**config.mk**
```make
export PLATFORM = sky130hd
export DESIGN_NAME = sw_pulse_sequencer
export DESIGN_NICKNAME = d
export VERILOG_FILES = /design/src/rtl/sps_pkg.sv /design/src/rtl/sps_coarse_counter.sv /design/src/rtl/sps_fine_chain.sv /design/src/rtl/sw_pulse_sequencer.sv
export SDC_FILE = /design/constraint.sdc
export NUM_CORES = 1
export LEC_CHECK = 0
export ABC_AREA = 1
export BUFFER_PORTS_ARGS = -buffer_cell sky130_fd_sc_hd__buf_2
export CORE_UTILIZATION = 30
export CTS_CLUSTER_DIAMETER = 60
export DETAILED_ROUTE_END_ITERATION = 12
export GPL_TIMING_DRIVEN = 0
export SYNTH_ARGS = -nofsm -noshare
export SYNTH_HDL_FRONTEND = slang
export SYNTH_SLANG_ARGS = --single-unit
```
**constraint.sdc**
```tcl
create_clock -name clk -period 2.2 [get_ports clk]
set_input_delay 0.22 -clock clk [delete_from_list [all_inputs] [get_ports clk]]
set_output_delay 0.22 -clock clk [all_outputs]
set_load 0.02 [all_outputs]
```
**src/rtl/sps_pkg.sv**
```systemverilog
package sps_pkg;

    // Fixed conversion sequence: five phases
    localparam int unsigned NUM_PHASES = 5;
    localparam int unsigned PH_W       = $clog2(NUM_PHASES);
    localparam int unsigned MAP_W      = 1 << PH_W;

    // Per-phase switch maps, bit index = phase index (0 = phase 1)
    localparam logic [MAP_W-1:0] SW1_MAP = MAP_W'(5'b01010);
    localparam logic [MAP_W-1:0] SW2_MAP = MAP_W'(5'b10001);

    typedef enum logic [1:0] {
        ST_IDLE = 2'd0,
        ST_RUN  = 2'd1,
        ST_GAP  = 2'd2
    } seq_st_e;

endpackage

```
**src/rtl/sps_coarse_counter.sv**
```systemverilog
module sps_coarse_counter #(
    parameter int unsigned CNT_W = 16
) (
    input  logic             clk,
    input  logic             rst_n,
    input  logic             run_i,
    input  logic [CNT_W-1:0] ref_i,
    output logic             launch_o
);

    typedef struct packed {
        logic [CNT_W-1:0] cnt;
        logic             fired;
    } cc_t;

    cc_t cc_d, cc_q;

    always_comb begin
        cc_d     = cc_q;
        launch_o = 1'b0;
        if (!run_i) begin
            cc_d = '0;
        end else if (!cc_q.fired) begin
            if (cc_q.cnt == ref_i) begin
                launch_o   = 1'b1;
                cc_d.fired = 1'b1;
            end else begin
                cc_d.cnt = cc_q.cnt + 1'b1;
            end
        end
    end

    always_ff @(posedge clk or negedge rst_n) begin
        if (!rst_n) cc_q <= '0;
        else        cc_q <= cc_d;
    end

endmodule

```
**src/rtl/sps_fine_chain.sv**
```systemverilog
module sps_fine_chain #(
    parameter int unsigned SEL_W = 4
) (
    input  logic             clk,
    input  logic             rst_n,
    input  logic             clr_i,
    input  logic             pulse_i,
    input  logic [SEL_W-1:0] sel_i,
    output logic             tap_o,
    output logic             upper_act_o
);

    localparam int unsigned TAPS = 1 << SEL_W;
    localparam int unsigned HALF = TAPS / 2;

    logic [TAPS-1:0] stg_d, stg_q;

    // The stage at HALF is fed only when the select MSB asks for the upper half
    always_comb begin
        stg_d = '0;
        if (!clr_i) begin
            stg_d[0] = pulse_i;
            for (int k = 1; k < TAPS; k++) begin
                if (k == HALF) stg_d[k] = stg_q[k-1] & sel_i[SEL_W-1];
                else           stg_d[k] = stg_q[k-1];
            end
        end
    end

    always_ff @(posedge clk or negedge rst_n) begin
        if (!rst_n) stg_q <= '0;
        else        stg_q <= stg_d;
    end

    assign tap_o       = stg_q[sel_i];
    assign upper_act_o = |stg_q[TAPS-1:HALF];

endmodule

```
**src/rtl/sw_pulse_sequencer.sv**
```systemverilog
module sw_pulse_sequencer
    import sps_pkg::*;
#(
    parameter int unsigned CRS_W = 16,
    parameter int unsigned FIN_W = 4
) (
    input  logic                        clk,
    input  logic                        rst_n,
    input  logic                        trig_i,
    input  logic [NUM_PHASES*CRS_W-1:0] coarse_cfg_i,
    input  logic [NUM_PHASES*FIN_W-1:0] fine_cfg_i,
    output logic                        sw1_en_o,
    output logic                        sw2_en_o,
    output logic                        busy_o
);

    localparam int unsigned CFG_W = NUM_PHASES * (CRS_W + FIN_W);

    typedef struct packed {
        seq_st_e                     st;
        logic [PH_W-1:0]             ph;
        logic [NUM_PHASES*CRS_W-1:0] crs;
        logic [NUM_PHASES*FIN_W-1:0] fin;
    } seq_t;

    seq_t seq_d, seq_q;

    logic             run;
    logic             launch;
    logic             done;
    logic             upper_act;
    logic             sel_msb;
    logic [CRS_W-1:0] cur_crs;
    logic [FIN_W-1:0] cur_fin;
    logic [CFG_W-1:0] cfg_held;

    assign run      = (seq_q.st == ST_RUN);
    assign cur_crs  = seq_q.crs[seq_q.ph*CRS_W +: CRS_W];
    assign cur_fin  = seq_q.fin[seq_q.ph*FIN_W +: FIN_W];
    assign sel_msb  = cur_fin[FIN_W-1];
    assign cfg_held = {seq_q.crs, seq_q.fin};

    sps_coarse_counter #(
        .CNT_W (CRS_W)
    ) i_coarse (
        .clk      (clk),
        .rst_n    (rst_n),
        .run_i    (run),
        .ref_i    (cur_crs),
        .launch_o (launch)
    );

    sps_fine_chain #(
        .SEL_W (FIN_W)
    ) i_fine (
        .clk         (clk),
        .rst_n       (rst_n),
        .clr_i       (!run),
        .pulse_i     (launch),
        .sel_i       (cur_fin),
        .tap_o       (done),
        .upper_act_o (upper_act)
    );

    always_comb begin
        seq_d = seq_q;
        unique case (seq_q.st)
            ST_IDLE: begin
                if (trig_i) begin
                    seq_d.st  = ST_RUN;
                    seq_d.ph  = '0;
                    seq_d.crs = coarse_cfg_i;
                    seq_d.fin = fine_cfg_i;
                end
            end
            ST_RUN: begin
                if (done) begin
                    if (seq_q.ph == PH_W'(NUM_PHASES - 1)) begin
                        seq_d.st = ST_IDLE;
                    end else begin
                        seq_d.st = ST_GAP;
                        seq_d.ph = seq_q.ph + 1'b1;
                    end
                end
            end
            ST_GAP:  seq_d.st = ST_RUN;
            default: seq_d.st = ST_IDLE;
        endcase
    end

    always_ff @(posedge clk or negedge rst_n) begin
        if (!rst_n) seq_q <= '0;
        else        seq_q <= seq_d;
    end

    assign sw1_en_o = run & SW1_MAP[seq_q.ph];
    assign sw2_en_o = run & SW2_MAP[seq_q.ph];
    assign busy_o   = (seq_q.st != ST_IDLE);

endmodule

```
Word level (Yosys, flattened, before mapping)
Memory sizes are Yosys's and may differ from the RTL's.
Cells that the tools add are included.
{ "classes": {"n_addsub": 2, "n_mul": 0, "n_div": 0, "magnitude_cmp": 2, "eq_ne": 9, "n_shift": 2, "n_mux": 16, "bitwise": 3, "reduce_logical": 7} }
{ "op_table": {"columns": ["cell", "n"], "rows": [
  ["105-bit 2-to-1 mux", 1],
  ["80-bit by 8-bit indexed part select with 16-bit output", 1],
  ["17-bit 2-to-1 mux", 2],
  ["16-bit 2-to-1 mux", 2],
  ["20-bit by 6-bit indexed part select with 4-bit output", 1],
  ["16-bit by 1-bit adder with 16-bit output, second input constant", 1],
  ["16-bit == test", 1],
  ["2-bit inequality test, second input constant", 5],
  ["2-bit case mux with 3 select lines", 1],
  ["3-bit case mux with 2 select lines", 1],
  ["2-bit AND reduction", 3],
  ["4-bit by 5-bit < comparator with 1-bit output, second input constant", 1],
  ["1-bit 2-to-1 mux", 5],
  ["5-bit 2-to-1 mux", 1],
  ["1-bit binary-select mux with 4-bit select", 1],
  ["3-bit by 4-bit < comparator with 1-bit output, second input constant", 1],
  ["4-bit AND reduction", 1],
  ["2-bit nonzero test", 2],
  ["3-bit by 1-bit adder with 3-bit output, second input constant", 1],
  ["1-bit bitwise AND", 3],
  ["3-bit == test, second input constant", 1],
  ["3-bit 2-to-1 mux", 1],
  ["2-bit by 1-bit == test with 1-bit output, second input constant", 1],
  ["2-bit == test, second input constant", 1],
  ["2 further kinds", 2]
]} }
{ "word_totals": {"regBits": 138, "latch_bits": 0, "ramBits": 0, "romBits": 16, "input_bits": 103, "n_memories": 2} }
{ "mem_list": {"columns": ["memory", "words", "width", "rd", "rd_clocked_by_memory_dff", "write_ports", "line", "rtl"], "rows": [
  ["(no name shown)", 8, 1, 1, 0, 0, "sw_pulse_sequencer.sv:97", "assign sw2_en_o = run & SW2_MAP[seq_q.ph];"],
  ["(no name shown)", 8, 1, 1, 0, 0, "sw_pulse_sequencer.sv:96", "assign sw1_en_o = run & SW1_MAP[seq_q.ph];"]
]} }

Longest topological paths before layout
{ "depth": {"depth_word": 5, "depth_mapped": 18} }

Modules after synthesis
Synthesis repeated with hierarchy kept, for this count alone.
{ "unflattened": {"cells_unflattened": 1020, "area_unflattened_um2": 7348.3} }
{ "by_module_without_submodules": {"columns": ["module", "instances", "cells_per_inst", "area_each_um2"], "rows": [
  ["sw_pulse_sequencer", 1, 655, 5101.1],
  ["sps_coarse_counter", 1, 275, 1536.5],
  ["sps_fine_chain", 1, 90, 710.7]
]} }

Worst setup path after synthesis
Ideal clock, no wire load.
{ "synth_path": {"path_type": "reg-to-reg", "start": "register seq_q[100] (netlist name)", "end": "register i_coarse.cc_q[10] (netlist name)", "setup_ps": 117, "t_arrival_ps": 1796, "required_ps": 2083, "path_slack_ps": 287, "stages_incl_launch_ff": 15, "period_less_slack_ps": 1913, "path_cell_list": "dfrtp_1 > buf_6 > inv_6 > nand2_4 > inv_2 > buf_6 > nand3_1 > nand2_1 > xor2_1 > nand2_1 > nor2_2 > nand3_4 > buf_2 > nand3_1 > nand2_1"} }
{ "synth_via": {"elab_chain_len": 4} }
{ "synth_rtl": {"columns": ["element", "line", "rtl"], "rows": [
  ["from (decl)", "sw_pulse_sequencer.sv:26", "seq_t seq_d, seq_q;"],
  ["from (signal assigned)", "sw_pulse_sequencer.sv:93", "else seq_q <= seq_d;"],
  ["80-bit by 8-bit indexed part select with 16-bit output", "sw_pulse_sequencer.sv:38", "assign cur_crs = seq_q.crs[seq_q.ph*CRS_W +: CRS_W];"],
  ["16-bit == test", "sps_coarse_counter.sv:24", "if (cc_q.cnt == ref_i) begin"],
  ["2-bit inequality test (no source line)", null, null],
  ["2-bit AND reduction (no source line)", null, null],
  ["to (signal assigned)", "sps_coarse_counter.sv:34", "if (!rst_n) cc_q <= '0;"],
  ["to (signal assigned)", "sps_coarse_counter.sv:35", "else cc_q <= cc_d;"],
  ["to (decl)", "sps_coarse_counter.sv:16", "cc_t cc_d, cc_q;"]
]} }
No other way between the ends.
A chain may end at the register's enable or synchronous reset.

Worst setup path after layout
{ "layout_path": {"start": "register seq_q[101] (netlist name)", "end": "register i_coarse.cc_q[7] (netlist name)"} }
Same word-level chain as after synthesis.

==> implementation parameters <==
Parameter                              Value

Run status
  Result of the run    complete, but fails checks
  Failing checks    setup timing

Cells and area
  Final Util    40.27%
  Count of nets after finishing    between 1000 and 1500
  Area Overhead vs Synth    29.86%
  Fraction of final layout cells with drive strength greater than 1    34.88%
  Filler Cell Count    2252
  Antenna diode count    0
  Leading cell types in the layout, fill and taps excluded    162 x sky130_fd_sc_hd__nand2_1, 137 x sky130_fd_sc_hd__dfrtp_1, 105 x sky130_fd_sc_hd__buf_2, 91 x sky130_fd_sc_hd__mux2_2, 77 x sky130_fd_sc_hd__nor2_1
  Post-route non-filler standard cell count    approximately 1300
  Commonest non-fill, non-tap cell in the layout    sky130_fd_sc_hd__nand2_1
  Total non-filler cell area in the finished layout    just over 9000 µm²

STA
  Clock tree skew after final layout    0.008430 ns
  Share of the clock period used by the worst path    101.3%
  Achievable frequency    448.7 MHz
  Normalized max-slew margin    49.26%
  Number of hold violations in the final report    0
  Endpoints failing setup    12
  Transition time at the pin with the least slew margin    0.7611 ns
  Worst hold-check slack    0.01512 ns
  Post-layout minimum cycle time    around 2.2 ns
  RSZ-0062 raised after global routing    true
  Worst Slack Setup Final    -0.02879 ns
  Max-slew violation count    0

Floorplan
  Top-level I/O count    between 100 and 150
  Initial Utilization    31.01%
  Die boundary width    155.9 µm
  Number of core rows    55
  Die Area    approximately 24000 µm²
  Overall die height    roughly 160 µm
  Area of the placeable core    approximately 23000 µm²

Flow run
  Number of maximum-capacitance constraint violations    0

Worst setup path
  Critical Path AT    2.60 ns
  Critical R2R Launch    seq_q[101]
  Data required time at the worst endpoint    2.57 ns
  Top fanout value on the critical path    10
  Worst r2r dst    i_coarse.cc_q[7]
  Type of the setup path with the least slack    reg2reg
  Path depth of the worst reg2reg path    14
  Nature of the critical path startpoint    flip-flop
  Endpoint type of the worst setup path    flip-flop
  Register-to-Register Setup Slack    -0.03 ns

Place
  Hpwl dp    between 15 and 20 mm
  RD Place Congestion    0.9067
  Number of I/O port buffers    105
  Setup slack at placement    -0.2324 ns
  Area of placed instances    8058 µm²
  Number of placed cells counting well taps    between 1000 and 1500

Clock network
  Total number of clock tree sinks    138
  Clk pin slew, worst setup/hold paths    0.06 ns
  Clock tree buffer depth    2
  Skew-Pair Late Insertion Delay    0.43 ns
  CTS Buf Count    17
  Clk root buf    sky130_fd_sc_hd__clkbuf_16
  Clock tree from TritonCTS    yes
  CTS H-tree lvls    4

Global routing
  Pin count of the biggest net entering global routing    80
  Overflow left after global routing    0
  Number of antenna violations at the first check in global routing    1
  Via count of the first global-routing pass    between 5000 and 6000
  Global-route wire length before repair    32.29 mm
  Total routing usage reported by global routing    about 18%

Synthesis
  Synthesized flop and latch total    138
  Syn_area_per_cell    8.985 µm²
  Number of instances in the synthesized netlist    between 700 and 800
  Post-synth cell types    34
  Fraction of the yosys area taken by sequential cells    roughly half
  Syn Nets    897
  Number of warnings issued by yosys    0
  Combined area of all synthesized cells    7107 µm²

Pwr
  Sequential group share of total power    between 40% and 50%
  Switching Power    0.001208 W
  Pwr/cell area    617.0 nW/µm²
  Worst ir drop on vdd    0.5370 mV
  Static Leakage    about 4.7 nW
  Internal power contribution    between 0.004 and 0.005 W
  Part of the power in the clock network    52.7%
  Combinational power share    between 2 and 3%
  Switching Share    a little over a fifth

Hold path
  Tightest Hold Check Type    in2reg
  Min-Delay Endpoint    cfg_held[42]
  HP Start    coarse_cfg_i[22]
  Hold depth    2

Routing
  Remaining antenna violation count    0
  DRT iter0 DRCs    ~400
  Post-detailed-route wirelength per cell    16.42 µm
  Number of vias per cell    4.747
  Number of optimization iterations in the first detailed-route pass    7
  Routed wire length    20.72 mm
  Residual DRC count    0
  Via Count    5991
-- stage by stage --
stage / setup TNS, ns / total power [W]
CTS: -0.08450 / 0.005732
finish: -0.1760 / 0.005694
global route: -3.335 / 0.005850
floorplan: 0 / 0.002587
global placement: -157.96 / 0.002739
detailed placement: -3.433 / 0.002745
-- worst max-delay path by stage --
stage          slack, ns  cells past startpoint       start                 to
3_3_place_gp       -1.14                      1       rst_n        cfg_held[3]
6_report           -0.03                     14  seq_q[101]   i_coarse.cc_q[7]
3_5_place_dp       -0.23                     12  seq_q[102]         seq_q[102]
5_1_grt            -0.19                     16  seq_q[100]         seq_q[102]
2_1_floorplan       0.29                     14  seq_q[100]  i_coarse.cc_q[10]
4_1_cts            -0.03                     18  seq_q[100]  i_coarse.cc_q[11]
-- routing by layer --
layer | track usage (%) | up-vias | wire (µm)
li1 | - | 2925 | -
met2 | 27.74 | 189 | 9584
met3 | 3.361 | 38 | 980
met4 | 7.423 | 2 | 610
met1 | 24.12 | 2837 | 9530
met5 | 0 | - | 17
-- synth_stat cells --
cell type	number	area [µm²]
sky130_fd_sc_hd__nand2_1	170	638.1
sky130_fd_sc_hd__clkbuf_1	18	67.56
sky130_fd_sc_hd__o211ai_1	3	22.52
sky130_fd_sc_hd__nor4_1	10	62.56
sky130_fd_sc_hd__ha_1	3	37.54
sky130_fd_sc_hd__o22ai_1	1	6.260
sky130_fd_sc_hd__nor2_2	3	18.77
sky130_fd_sc_hd__nand3b_1	5	37.54
sky130_fd_sc_hd__or2_1	2	12.51
sky130_fd_sc_hd__nand3_4	1	17.52
sky130_fd_sc_hd__o21ai_1	16	80.08
sky130_fd_sc_hd__inv_1	57	214.0
sky130_fd_sc_hd__nand3_2	3	30.03
sky130_fd_sc_hd__xnor2_1	2	17.52
sky130_fd_sc_hd__mux2_2	91	1025
sky130_fd_sc_hd__o21ai_0	13	65.06
sky130_fd_sc_hd__buf_2	5	25.02
sky130_fd_sc_hd__nand2_4	2	22.52
sky130_fd_sc_hd__a21oi_1	14	70.07
sky130_fd_sc_hd__dfrtp_1	138	3453
sky130_fd_sc_hd__inv_2	4	15.01
sky130_fd_sc_hd__nor3_1	18	90.09
sky130_fd_sc_hd__nand4_1	8	50.05
sky130_fd_sc_hd__o31ai_1	4	30.03
sky130_fd_sc_hd__nand2_2	1	6.260
sky130_fd_sc_hd__nor2_1	85	319.1
sky130_fd_sc_hd__nand3_1	88	440.4
sky130_fd_sc_hd__buf_1	2	7.510
sky130_fd_sc_hd__xor2_1	9	78.83
sky130_fd_sc_hd__inv_6	1	8.760
sky130_fd_sc_hd__buf_6	10	112.6
sky130_fd_sc_hd__buf_4	2	15.01
sky130_fd_sc_hd__or2_2	1	6.260
sky130_fd_sc_hd__clkinv_1	1	3.750
-- sequential cells by signal (all words and copies together), names as in the netlist --
register / cells
cfg_held: 100
seq_q: 5
i_coarse.cc_q: 17
i_fine.stg_q: 16
-- cells by family after synthesis --
family	Yosys count	share of synthesized area [%]
compound gates	51	3.856
xor+xnor	11	1.356
fa+ha+maj	3	0.5282
buf+inv	100	6.602
flops	138	48.59
mux	91	14.42
simple gates	397	24.65
-- power groups by stage --
stage	clock network (W)	registers [W]	logic (W)
6_report	0.00300	0.00254	0.000156
5_1_grt	0.00314	0.00254	0.000176
4_1_cts	0.00303	0.00254	0.000162
3_5_place_dp	0	0.00258	0.000161
3_3_place_gp	0	0.00258	0.000154
2_1_floorplan	0	0.00259	0.00000191
-- cell type report --
| class | instances | area (µm²) | share of cell area (%) |
|---|---|---|---|
| sequential | 138 | 3455 | 37.43 |
| tap | 313 | 391.6 | 4.243 |
| timing repair buffer | 127 | 809.5 | 8.772 |
| buffer | 36 | 271.5 | 2.942 |
| inverter | 63 | 254.0 | 2.752 |
| multi-input combinational | 553 | 3435 | 37.22 |
| clock inverter | 10 | 138.9 | 1.505 |
| clock buffer | 22 | 474.2 | 5.138 |
-- what timing repair did --
action | 4_1_cts | 5_1_grt
buffers inserted | 9 | 7
gates cloned | 2 | 2
gates resized for setup | 60 | 31
hold buffers | 1 | 0
hold endpoints to repair | 59 | 0
endpoints found under the setup margin | 43 | 103
pin swaps | 6 | 16
-- critical path, cell delays in order (launching register included) --
cell                        delay [ns]
sky130_fd_sc_hd__dfrtp_2          0.46
sky130_fd_sc_hd__inv_2            0.14
sky130_fd_sc_hd__buf_4            0.21
sky130_fd_sc_hd__nand3_1          0.13
sky130_fd_sc_hd__nand3_1          0.13
sky130_fd_sc_hd__o31ai_2          0.09
sky130_fd_sc_hd__nand2_1          0.09
sky130_fd_sc_hd__nand2_1          0.04
sky130_fd_sc_hd__nand3b_1         0.17
sky130_fd_sc_hd__nor2_2           0.17
sky130_fd_sc_hd__nand3_4          0.14
sky130_fd_sc_hd__nand2_4          0.13
sky130_fd_sc_hd__clkbuf_16        0.15
sky130_fd_sc_hd__nand2_1          0.04
sky130_fd_sc_hd__nand2_1          0.06
(Power assumes the default switching activity.)
